--- src/rtl/dmax_pkg.sv ---
package dmax_pkg;

  typedef enum logic [1:0] {
    AM_POSTINC = 2'd0,
    AM_FIXED   = 2'd1,
    AM_PERIPH  = 2'd2
  } amode_e;

  typedef enum logic [1:0] {
    OM_ONESHOT  = 2'd0,
    OM_REPEAT   = 2'd1,
    OM_PINGPONG = 2'd2
  } omode_e;

  typedef enum logic [1:0] {
    ES_IDLE  = 2'd0,
    ES_READ  = 2'd1,
    ES_WRITE = 2'd2
  } eng_state_e;

endpackage

--- src/rtl/dmax_src_mux.sv ---
module dmax_src_mux #(
  parameter int NSRC = 16,
  parameter int OW   = 8
) (
  input  logic [7:0]         sel,
  input  logic [NSRC-1:0]    src_req,
  input  logic [NSRC*OW-1:0] src_off,
  input  logic               sw_kick,
  output logic               trig,
  output logic [OW-1:0]      trig_off
);

  // Codes at or above NSRC match no line; only the software kick remains.
  always_comb begin
    trig     = sw_kick;
    trig_off = '0;
    for (int s = 0; s < NSRC; s++) begin
      if (sel == 8'(s)) begin
        trig     = sw_kick | src_req[s];
        trig_off = src_off[s*OW +: OW];
      end
    end
  end

endmodule

--- src/rtl/dmax_arbiter.sv ---
module dmax_arbiter #(
  parameter int N  = 4,
  parameter int IW = 2
) (
  input  logic [N-1:0]  req,
  output logic          any,
  output logic [IW-1:0] idx,
  output logic [N-1:0]  oh
);

  // Lowest index wins: scan downward so the last hit is the smallest index.
  always_comb begin
    idx = '0;
    for (int i = N - 1; i >= 0; i--) begin
      if (req[i]) idx = IW'(i);
    end
    any = |req;
    for (int i = 0; i < N; i++) begin
      oh[i] = any && (idx == IW'(i));
    end
  end

endmodule

--- src/rtl/dmax_channel.sv ---
module dmax_channel
  import dmax_pkg::*;
#(
  parameter int AW = 16,
  parameter int CW = 10,
  parameter int OW = 8
) (
  input  logic          clk,
  input  logic          rst_n,
  input  logic          arm,
  input  logic          trig,
  input  logic [OW-1:0] trig_off,
  input  logic          grant,
  input  logic          done,
  input  logic          cfg_byte,
  input  logic [1:0]    cfg_amode,
  input  logic [1:0]    cfg_omode,
  input  logic          cfg_half_en,
  input  logic [AW-1:0] cfg_ram_a,
  input  logic [AW-1:0] cfg_ram_b,
  input  logic [CW-1:0] cfg_len,
  output logic          en,
  output logic          pend,
  output logic [AW-1:0] ram_addr,
  output logic          irq_half,
  output logic          irq_full
);

  amode_e        am;
  omode_e        om;
  logic          en_q, en_n, pend_q, pend_n, pp_q, pp_n;
  logic [AW-1:0] ptr_q, ptr_n, step;
  logic [CW-1:0] idx_q, idx_n, half_idx;
  logic [CW:0]   len_p1;
  logic [OW-1:0] off_q, off_n;
  logic          irqh_q, irqh_n, irqf_q, irqf_n;
  logic          last, upd;

  always_comb begin
    am       = amode_e'(cfg_amode);
    om       = omode_e'(cfg_omode);
    last     = (idx_q == cfg_len);
    len_p1   = {1'b0, cfg_len} + (CW+1)'(1);
    half_idx = len_p1[CW:1];
    step     = cfg_byte ? AW'(1) : AW'(2);
    ram_addr = (am == AM_PERIPH) ? (ptr_q + AW'(off_q)) : ptr_q;
    upd      = arm | trig | grant | done;
  end

  always_comb begin
    en_n   = en_q;
    pend_n = pend_q;
    pp_n   = pp_q;
    ptr_n  = ptr_q;
    idx_n  = idx_q;
    off_n  = off_q;
    irqh_n = 1'b0;
    irqf_n = 1'b0;
    if (arm) begin
      en_n   = 1'b1;
      pend_n = 1'b0;
      pp_n   = 1'b0;
      ptr_n  = cfg_ram_a;
      idx_n  = '0;
      off_n  = '0;
    end else begin
      if (grant) pend_n = 1'b0;
      if (done) begin
        irqh_n = cfg_half_en && (idx_q == half_idx);
        if (last) begin
          irqf_n = 1'b1;
          idx_n  = '0;
          case (om)
            OM_REPEAT:   ptr_n = cfg_ram_a;
            OM_PINGPONG: begin
              pp_n  = ~pp_q;
              ptr_n = pp_q ? cfg_ram_a : cfg_ram_b;
            end
            default: begin
              en_n   = 1'b0;
              pend_n = 1'b0;
              ptr_n  = cfg_ram_a;
            end
          endcase
        end else begin
          idx_n = idx_q + CW'(1);
          if (am == AM_POSTINC) ptr_n = ptr_q + step;
        end
      end
      // Requests merge into a single pending flag; disabled channels drop them.
      if (trig && en_q && en_n) begin
        if (!pend_q || grant) off_n = trig_off;
        pend_n = 1'b1;
      end
    end
  end

  always_ff @(posedge clk or negedge rst_n) begin
    if (!rst_n) begin
      en_q   <= 1'b0;
      pend_q <= 1'b0;
      pp_q   <= 1'b0;
      ptr_q  <= '0;
      idx_q  <= '0;
      off_q  <= '0;
      irqh_q <= 1'b0;
      irqf_q <= 1'b0;
    end else begin
      if (upd) begin
        en_q   <= en_n;
        pend_q <= pend_n;
        pp_q   <= pp_n;
        ptr_q  <= ptr_n;
        idx_q  <= idx_n;
        off_q  <= off_n;
      end
      irqh_q <= irqh_n;
      irqf_q <= irqf_n;
    end
  end

  assign en       = en_q;
  assign pend     = pend_q;
  assign irq_half = irqh_q;
  assign irq_full = irqf_q;

endmodule

--- src/rtl/dmax_engine.sv ---
module dmax_engine
  import dmax_pkg::*;
#(
  parameter int NCH = 4,
  parameter int IW  = 2,
  parameter int AW  = 16,
  parameter int DW  = 16
) (
  input  logic              clk,
  input  logic              rst_n,
  input  logic [NCH-1:0]    pend,
  input  logic [NCH-1:0]    ch_dir,
  input  logic [NCH-1:0]    ch_byte,
  input  logic [NCH*AW-1:0] ram_addr,
  input  logic [NCH*AW-1:0] per_addr,
  output logic [NCH-1:0]    grant,
  output logic [NCH-1:0]    done,
  output logic              bus_valid,
  output logic              bus_write,
  output logic              bus_to_ram,
  output logic              bus_byte,
  output logic [AW-1:0]     bus_addr,
  output logic [DW-1:0]     bus_wdata,
  input  logic              bus_ready,
  input  logic [DW-1:0]     bus_rdata
);

  eng_state_e    st_q, st_n;
  logic [IW-1:0] ch_q, arb_idx;
  logic [NCH-1:0] arb_oh;
  logic          arb_any;
  logic [AW-1:0] src_q, src_n, dst_q, dst_n, sel_ram, sel_per;
  logic          dir_q, dir_n, byte_q, byte_n;
  logic [DW-1:0] data_q, data_n;
  logic          start, capture;

  dmax_arbiter #(.N(NCH), .IW(IW)) u_arb (
    .req (pend),
    .any (arb_any),
    .idx (arb_idx),
    .oh  (arb_oh)
  );

  always_comb begin
    sel_ram = ram_addr[arb_idx*AW +: AW];
    sel_per = per_addr[arb_idx*AW +: AW];
    start   = (st_q == ES_IDLE) && arb_any;
    capture = (st_q == ES_READ) && bus_ready;
    grant   = (st_q == ES_IDLE) ? arb_oh : '0;
    for (int i = 0; i < NCH; i++) begin
      done[i] = (st_q == ES_WRITE) && bus_ready && (ch_q == IW'(i));
    end
  end

  always_comb begin
    st_n   = st_q;
    dir_n  = ch_dir[arb_idx];
    byte_n = ch_byte[arb_idx];
    src_n  = dir_n ? sel_ram : sel_per;
    dst_n  = dir_n ? sel_per : sel_ram;
    data_n = byte_q ? DW'(bus_rdata[7:0]) : bus_rdata;
    case (st_q)
      ES_IDLE:  if (arb_any)   st_n = ES_READ;
      ES_READ:  if (bus_ready) st_n = ES_WRITE;
      ES_WRITE: if (bus_ready) st_n = ES_IDLE;
      default:                 st_n = ES_IDLE;
    endcase
  end

  always_ff @(posedge clk or negedge rst_n) begin
    if (!rst_n) begin
      st_q   <= ES_IDLE;
      ch_q   <= '0;
      src_q  <= '0;
      dst_q  <= '0;
      dir_q  <= 1'b0;
      byte_q <= 1'b0;
      data_q <= '0;
    end else begin
      st_q <= st_n;
      if (start) begin
        ch_q   <= arb_idx;
        src_q  <= src_n;
        dst_q  <= dst_n;
        dir_q  <= dir_n;
        byte_q <= byte_n;
      end
      if (capture) data_q <= data_n;
    end
  end

  always_comb begin
    bus_valid  = (st_q != ES_IDLE);
    bus_write  = (st_q == ES_WRITE);
    bus_addr   = bus_write ? dst_q : src_q;
    bus_to_ram = bus_write ? ~dir_q : dir_q;
    bus_byte   = byte_q;
    bus_wdata  = data_q;
  end

endmodule

--- src/rtl/dmax_top.sv ---
module dmax_top
  import dmax_pkg::*;
#(
  parameter int NCH  = 4,   // 1 .. 15
  parameter int NSRC = 16,
  parameter int AW   = 16,
  parameter int DW   = 16,
  parameter int CW   = 10,
  parameter int OW   = 8
) (
  input  logic               clk,
  input  logic               rst_n,
  input  logic [NCH-1:0]     ch_arm,
  input  logic [NCH-1:0]     cfg_dir,
  input  logic [NCH-1:0]     cfg_byte,
  input  logic [2*NCH-1:0]   cfg_amode,
  input  logic [2*NCH-1:0]   cfg_omode,
  input  logic [NCH-1:0]     cfg_half_en,
  input  logic [8*NCH-1:0]   cfg_srcsel,
  input  logic [AW*NCH-1:0]  cfg_ram_a,
  input  logic [AW*NCH-1:0]  cfg_ram_b,
  input  logic [AW*NCH-1:0]  cfg_per_addr,
  input  logic [CW*NCH-1:0]  cfg_len,
  input  logic [NCH-1:0]     sw_force,
  input  logic [NSRC-1:0]    src_req,
  input  logic [OW*NSRC-1:0] src_off,
  output logic               bus_valid,
  output logic               bus_write,
  output logic               bus_to_ram,
  output logic               bus_byte,
  output logic [AW-1:0]      bus_addr,
  output logic [DW-1:0]      bus_wdata,
  input  logic               bus_ready,
  input  logic [DW-1:0]      bus_rdata,
  output logic [NCH-1:0]     ch_enabled,
  output logic [NCH-1:0]     irq_half,
  output logic [NCH-1:0]     irq_full
);

  localparam int IW   = (NCH > 1) ? $clog2(NCH) : 1;
  localparam int SELW = 8;

  logic [NCH-1:0]    ch_pend, eng_grant, eng_done;
  logic [NCH*AW-1:0] ch_ram_addr;

  for (genvar c = 0; c < NCH; c++) begin : g_ch
    logic          trig;
    logic [OW-1:0] toff;

    dmax_src_mux #(.NSRC(NSRC), .OW(OW)) u_mux (
      .sel      (cfg_srcsel[c*SELW +: SELW]),
      .src_req  (src_req),
      .src_off  (src_off),
      .sw_kick  (sw_force[c]),
      .trig     (trig),
      .trig_off (toff)
    );

    dmax_channel #(.AW(AW), .CW(CW), .OW(OW)) u_chan (
      .clk         (clk),
      .rst_n       (rst_n),
      .arm         (ch_arm[c]),
      .trig        (trig),
      .trig_off    (toff),
      .grant       (eng_grant[c]),
      .done        (eng_done[c]),
      .cfg_byte    (cfg_byte[c]),
      .cfg_amode   (cfg_amode[2*c +: 2]),
      .cfg_omode   (cfg_omode[2*c +: 2]),
      .cfg_half_en (cfg_half_en[c]),
      .cfg_ram_a   (cfg_ram_a[c*AW +: AW]),
      .cfg_ram_b   (cfg_ram_b[c*AW +: AW]),
      .cfg_len     (cfg_len[c*CW +: CW]),
      .en          (ch_enabled[c]),
      .pend        (ch_pend[c]),
      .ram_addr    (ch_ram_addr[c*AW +: AW]),
      .irq_half    (irq_half[c]),
      .irq_full    (irq_full[c])
    );
  end

  dmax_engine #(.NCH(NCH), .IW(IW), .AW(AW), .DW(DW)) u_eng (
    .clk        (clk),
    .rst_n      (rst_n),
    .pend       (ch_pend),
    .ch_dir     (cfg_dir),
    .ch_byte    (cfg_byte),
    .ram_addr   (ch_ram_addr),
    .per_addr   (cfg_per_addr),
    .grant      (eng_grant),
    .done       (eng_done),
    .bus_valid  (bus_valid),
    .bus_write  (bus_write),
    .bus_to_ram (bus_to_ram),
    .bus_byte   (bus_byte),
    .bus_addr   (bus_addr),
    .bus_wdata  (bus_wdata),
    .bus_ready  (bus_ready),
    .bus_rdata  (bus_rdata)
  );

endmodule

--- config.mk ---
export PLATFORM = sky130hd
export DESIGN_NAME = dmax_top
export DESIGN_NICKNAME = d
export VERILOG_FILES = /design/src/rtl/dmax_pkg.sv /design/src/rtl/dmax_src_mux.sv /design/src/rtl/dmax_arbiter.sv /design/src/rtl/dmax_channel.sv /design/src/rtl/dmax_engine.sv /design/src/rtl/dmax_top.sv
export SDC_FILE = /design/constraint.sdc
export NUM_CORES = 1
export LEC_CHECK = 0
export ABC_CLOCK_PERIOD_IN_PS = 3100
export BUFFER_PORTS_ARGS = -buffer_cell sky130_fd_sc_hd__clkbuf_2
export CAP_MARGIN = 40
export CORE_MARGIN = 4
export CORE_UTILIZATION = 50
export DETAILED_ROUTE_END_ITERATION = 7
export PLACE_DENSITY = 0.75
export SKIP_LAST_GASP = 1
export SYNTH_ARGS = -nofsm -noshare
export SYNTH_HDL_FRONTEND = slang
export SYNTH_SLANG_ARGS = --single-unit
--- constraint.sdc ---
create_clock -name clk -period 3.1 [get_ports clk]
set_clock_uncertainty 0.05 [all_clocks]
set_input_delay 0.155 -clock clk [delete_from_list [all_inputs] [get_ports clk]]
set_output_delay 0.155 -clock clk [all_outputs]
set_load 0.03 [all_outputs]
# Yosys cells after proc, flatten, opt, wreduce, memory -nomap -nowiden
# Index checks and enable logic that the tools add are counted.
# classes
n_reduce_logical,89
n_bitwise,81
shift,2
n_lt_le_gt_ge,1
n_mux,282
n_eq_ne,91
add_sub_neg,16
# ops
op,count
$mux W8,76
$mux W16,32
$eq A8 B4 Y1 const B,32
$mux W1,147
$eq A8 B3 Y1 const B,16
$shiftx A64 B7 Y16,2
$mux W10,12
$eq A10 B10 Y1,8
$or A1 B1 Y1,76
$add A16 B16 Y16,4
$add A16 B8 Y16,4
$eq A8 B2 Y1 const B,8
$add A10 B1 Y11 const B,4
$reduce_bool A2 Y1,21
$add A10 B1 Y10 const B,4
$eq A8 B1 Y1 const B,4
$logic_not A8 Y1,4
$reduce_and A3 Y1,9
$eq A2 B2 Y1 const B,13
$logic_and A1 B1 Y1,23
$mux W2,11
$reduce_and A4 Y1,4
$eq A2 B1 Y1 const B,7
$logic_not A2 Y1,7
other kinds (13),34
# totals
input_bits,463
output_inout_bits,48
reg_bits,210
wordCells,601

# Depth between registers and ports, before layout
# logic_depth
depth_word,21
mapped_depth,12
ltp_nobuf,11

# By module
# From an unflattened synthesis, not the netlist that was laid out.
# unflattened
hier_cells,2904
area_unflattened_um2,23381.2
# by_module_without_submodules
module,cells_each,area_each_um2,seq_area_each_um2,n_inst
dmax_src_mux,230,1620.3,0.0,4
dmax_engine,313,3422.0,1351.3,1
dmax_channel at g_ch[0].u_chan,423,3405.8,975.9,1
dmax_channel at g_ch[1].u_chan,417,3354.5,975.9,1
dmax_channel at g_ch[3].u_chan,408,3334.4,975.9,1
dmax_channel at g_ch[2].u_chan,412,3333.2,975.9,1
dmax_arbiter,11,50.0,0.0,1

# Worst setup path before layout
# Ideal clock, no wire load.
# synth_timing
path_type,register to register
startpoint,register g_ch[0].u_chan.ptr_q[0]
endpoint,register u_eng.dst_q[12]
stages_incl_launch_ff,12
setup_slack_ps,452
period_less_slack_ps,2648
path_buffers,0
arrival_time_ps,2473
t_required_ps,2924
setup_ps,126
path_cell_list,dfrtp_1 > ha_1 > inv_1 > fa_1 > nor2b_1 > o31ai_1 > a221oi_1 > o21ai_0 > xnor2_1 > a221o_1 > o21ai_0 > a21oi_1
# synth_via
elab_chain_cells,4
# synth_rtl
item,line_no,rtl
from (decl),dmax_channel.sv:32,"logic [AW-1:0] ptr_q, ptr_n, step;"
from (signal assigned),dmax_channel.sv:113,ptr_q <= ptr_n;
$add A16 B8 Y16,dmax_channel.sv:46,ram_addr = (am == AM_PERIPH) ? (ptr_q + AW'(off_q)) : ptr_q;
$mux W16,dmax_channel.sv:46,
$shiftx A64 B7 Y16,dmax_engine.sv:45,sel_ram = ram_addr[arb_idx*AW +: AW];
$mux W16,dmax_engine.sv:60,dst_n = dir_n ? sel_per : sel_ram;
to (signal assigned),dmax_engine.sv:84,dst_q <= dst_n;
to (decl),dmax_engine.sv:32,"logic [AW-1:0] src_q, src_n, dst_q, dst_n, sel_ram, sel_per;"
# No other way between the ends.
# A chain may end at the register's enable or synchronous reset.

# Worst setup path after layout
# layout_timing
startpoint,register g_ch[1].u_chan.idx_q[1]
endpoint,register g_ch[1].u_chan.ptr_q[7]
# layout_via
elab_chain_cells,4
word_cells_on_any_way,6
classes_between,1 x eq/ne; 3 x mux; 2 x reduce/logical
# layout_rtl
item,line_no,rtl
from (decl),dmax_channel.sv:33,"logic [CW-1:0] idx_q, idx_n, half_idx;"
from (signal assigned),dmax_channel.sv:114,idx_q <= idx_n;
$eq A10 B10 Y1 (*),dmax_channel.sv:42,last = (idx_q == cfg_len);
$mux W16,dmax_channel.sv:70,if (last) begin
$mux W16,dmax_channel.sv:68,if (done) begin
$mux W16,dmax_channel.sv:59,if (arm) begin
to (signal assigned),dmax_channel.sv:113,
to (decl),dmax_channel.sv:32,
# Mark *: on every way between the ends. The rest lies on a longest branch, timed or not. The select of a mux whose other input is x is not followed.

==> flow_metrics.tcl <==
set metrics [dict create \
    timing.max_cap.violations 0 \
    cts.htree.levels 1 \
    cts_made_buffers 27 \
    design.die.area_sq_mm 0.0475 \
    cts-root-to-sink-buffers 3 \
    netlist_cell_types 87 \
    ir_drop_uv 481 \
    hold_viol 0 \
    dr.pass1.iters 7 \
    layout.cell_area.non_filler_sq_mm 0.0276 \
    top_library_cells_by_usage_in_the_layout_fill_and_taps_aside "clkbuf_2, nand2_1, nor2_1" \
    route.antenna.remaining_nets 0 \
    dp_hpwl_um 78500 \
    worst_slack_ns 0.0840 \
    chipHeight_um 218 \
    synth.yosys.warnings 0 \
    path_cells "xnor2_1 > nand4_1 > nor4_2 > buf_6 > nand2_1 > o22a_1 > o22ai_1 > dlygate4sd3_1 > o21ai_0" \
    run_status "finished clean" \
    core_region_area_sq_mm 0.0434 \
    wl_per_cell_um 25.0 \
    tns_ns 0 \
    postSynthNetCount 3342 \
    clock_insertion_delay_at_the_later_pin_of_the_skew_report_ns 0.55 \
    post-cts-setup-buffers 0 \
    hold_slack_ns 0.0104 \
    number_of_top_level_design_ports 511 \
    cts-root-buf "clkbuf_16" \
    critical-path-slowest-cell "dlygate4sd3_1" \
    totalPowerFinal_mw 13.0 \
    overflow 0 \
    vias_per_cell 6.54 \
    timing_max_transition_violations_final 0 \
    place_worst_setup_slack_ns 0.168 \
    synth-async-reset-ratio_pct 100 \
    area_growth_syn_to_layout_pct 25.2 \
    path_class "reg -> reg" \
    largest_stage_delay_on_the_critical_path_ns 0.57 \
    syn-instance-count 2819 \
    max_slew_margin_pct 37.6 \
    critPathRequiredTime_ns 3.46 \
    groute.usage.overall_pct 39.9 \
    finish.net_count 3907 \
    site_row_count 76 \
    synth_enable_flop_cells 0 \
    postRouteWirelength_um 99500 \
    endpoint_kind "register" \
    synth.avg_cell_area_sq_um 7.82 \
    grt_pass1_vias 25683 \
    drt_iter0_markers 3202 \
    chipWidth_um 218 \
    cell_area_power_density_mw_per_mm2 469 \
    synth.cell_area_sq_mm 0.0221 \
    min_period_ns 3.02 \
    fmaxAchievable_ghz 0.332 \
    n_diodes 0 \
    finalSetupViolations 0 \
    final_common_cell "clkbuf_2" \
    antenna_found_initial 3 \
    power.leakage_nw 11.8 \
    routed-via-count 26085 \
    start_util_pct 50.9 \
    final_core_util_pct 63.7 \
    crit_fanout 32 \
    period_share_pct 97.3 \
    placed_cells 3848 \
    timing.critical_path.from_type "register" \
    synthFlopType "dfrtp_1" \
    yosysSeqAreaShare_pct 23.8 \
    finalWeightedCongestion 1.05 \
    worst_ep_arrival_time_ns 3.38 \
    wire_length_of_the_first_global_routing_pass_um 149000 \
    clock_sinks 210 \
    detailed_place.area_sq_mm 0.0257 \
    drc_errors 0 \
    holdCritPathClass "in -> reg" \
    clk_pin_slew_worst_paths_ns 0.06 \
    number_of_synthesized_register_bits 210 \
    place.port_buffers 510 \
    cts_tree "done" \
    worst_slew_pin_slew_ns 0.936 \
    final_cells 3988 \
    maximum_number_of_pins_on_one_net_before_global_route_repair 116 \
    drive_above_1_share_pct 25.5 \
]
## synthesized netlist by cell type (21+ instances only)
| library cell | count | area share (%) |
|---|---|---|
| buf_1 | 26 | 0.44 |
| o21ai_0 | 233 | 5.3 |
| inv_1 | 51 | 0.87 |
| nand2b_1 | 37 | 1.0 |
| nor3_1 | 85 | 1.9 |
| a31oi_1 | 37 | 1.0 |
| nand2_1 | 273 | 4.6 |
| a211oi_1 | 37 | 1.3 |
| a21oi_1 | 228 | 5.2 |
| nor4_1 | 23 | 0.65 |
| and3_1 | 43 | 1.2 |
| a22oi_1 | 31 | 1.1 |
| xnor2_1 | 122 | 4.8 |
| mux4_2 | 58 | 5.9 |
| o22a_1 | 24 | 0.95 |
| o22ai_1 | 85 | 2.4 |
| xor2_1 | 65 | 2.6 |
| nand3_1 | 103 | 2.3 |
| ha_1 | 52 | 3.0 |
| clkbuf_1 | 160 | 2.7 |
| dfrtp_1 | 210 | 24 |
| nor2_1 | 262 | 4.5 |
| or3_1 | 27 | 0.77 |
| mux2_2 | 62 | 3.2 |
| mux2i_1 | 70 | 3.2 |
| nand4_1 | 21 | 0.60 |
| nor2b_1 | 41 | 1.2 |
## registers in the layout, indices dropped and copies added (netlist names)
name / cells
u_eng.bus_wdata: 16
u_eng.ch_q: 2
u_eng.st_q: 2
g_ch.u_chan.en: 4
g_ch.u_chan.pp_q: 4
u_eng.src_q: 16
g_ch.u_chan.idx_q: 40
g_ch.u_chan.ptr_q: 64
g_ch.u_chan.irq_full: 4
u_eng.dst_q: 16
g_ch.u_chan.irq_half: 4
u_eng.bus_byte: 1
g_ch.u_chan.pend: 4
u_eng.dir_q: 1
g_ch.u_chan.off_q: 32
## logic make-up (layout without fill, tap and decap cells)
family	Yosys count	in the layout	synth area share (%)
simple gates	1003	1003	22.1
fa+ha+maj	60	60	3.68
buf+inv	273	857	5.02
xor+xnor	187	187	7.43
flops	210	210	23.8
compound gates	896	896	25.7
mux	190	190	12.3
## final timing paths
check | depth (start not counted) | from | slack, ns | endpoint
setup reg to reg | 9 | g_ch[1].u_chan.idx_q[1]$_DFFE_PN0P_ | 0.08 | g_ch[1].u_chan.ptr_q[7]$_DFFE_PN0P_
hold / removal | 4 | cfg_ram_b[31] | 0.01 | g_ch[1].u_chan.ptr_q[15]$_DFFE_PN0P_
hold reg to reg | 2 | u_eng.src_q[3]$_DFFE_PN0P_ | 0.44 | u_eng.src_q[3]$_DFFE_PN0P_
setup / recovery | 9 | g_ch[1].u_chan.idx_q[1]$_DFFE_PN0P_ | 0.08 | g_ch[1].u_chan.ptr_q[7]$_DFFE_PN0P_
min in group asynchronous | 3 | rst_n | 0.18 | g_ch[1].u_chan.idx_q[5]$_DFFE_PN0P_
max in group asynchronous | 3 | rst_n | 2.16 | g_ch[3].u_chan.idx_q[0]$_DFFE_PN0P_
## critical path, delay by kind of cell (launching register included)
family	cells	cell delay [ns]
AOI/OAI and AO/OA	3	0.44
xor gates and xnor gates	1	0.22
DFF	1	0.48
buffers and inverters	2	0.89
and+or+nand+nor	3	0.81
## metal layers
metal | wire length [um] | share of wire [%] | global-route usage (%) | vias up
met4 | 6150 | 6.2 | 20.8 | 6
met5 | 35 | 0.035 | 0 | -
li1 | - | - | - | 11642
met3 | 9330 | 9.4 | 6.91 | 351
met2 | 45900 | 46 | 65.7 | 1645
met1 | 38100 | 38 | 50.3 | 12441
## report_power, final
part           leakage (nW)  internal (mW)  switching (mW)
Combinational          8.66           2.18            3.47
Sequential             2.68           3.26           0.526
Clock                 0.485           2.21            1.31
## final cells by class
type / count / area [sq um]
timing repair buffer: 753 / 4670
clock buffer: 35 / 756
tap: 585 / 732
fill: 3784 / 15800
clock inverter: 13 / 223
inverter: 56 / 210
sequential: 210 / 5260
multi-input combinational: 2336 / 15800
## repair_timing
| item | CTS | global route |
|---|---|---|
| endpoints found under the setup margin | 0 | 7 |
| hold endpoints to repair | 297 | 0 |
| hold buffers | 92 | 0 |
| resized for setup | 0 | 6 |
No activity file was read; power rests on OpenSTA's default activity.
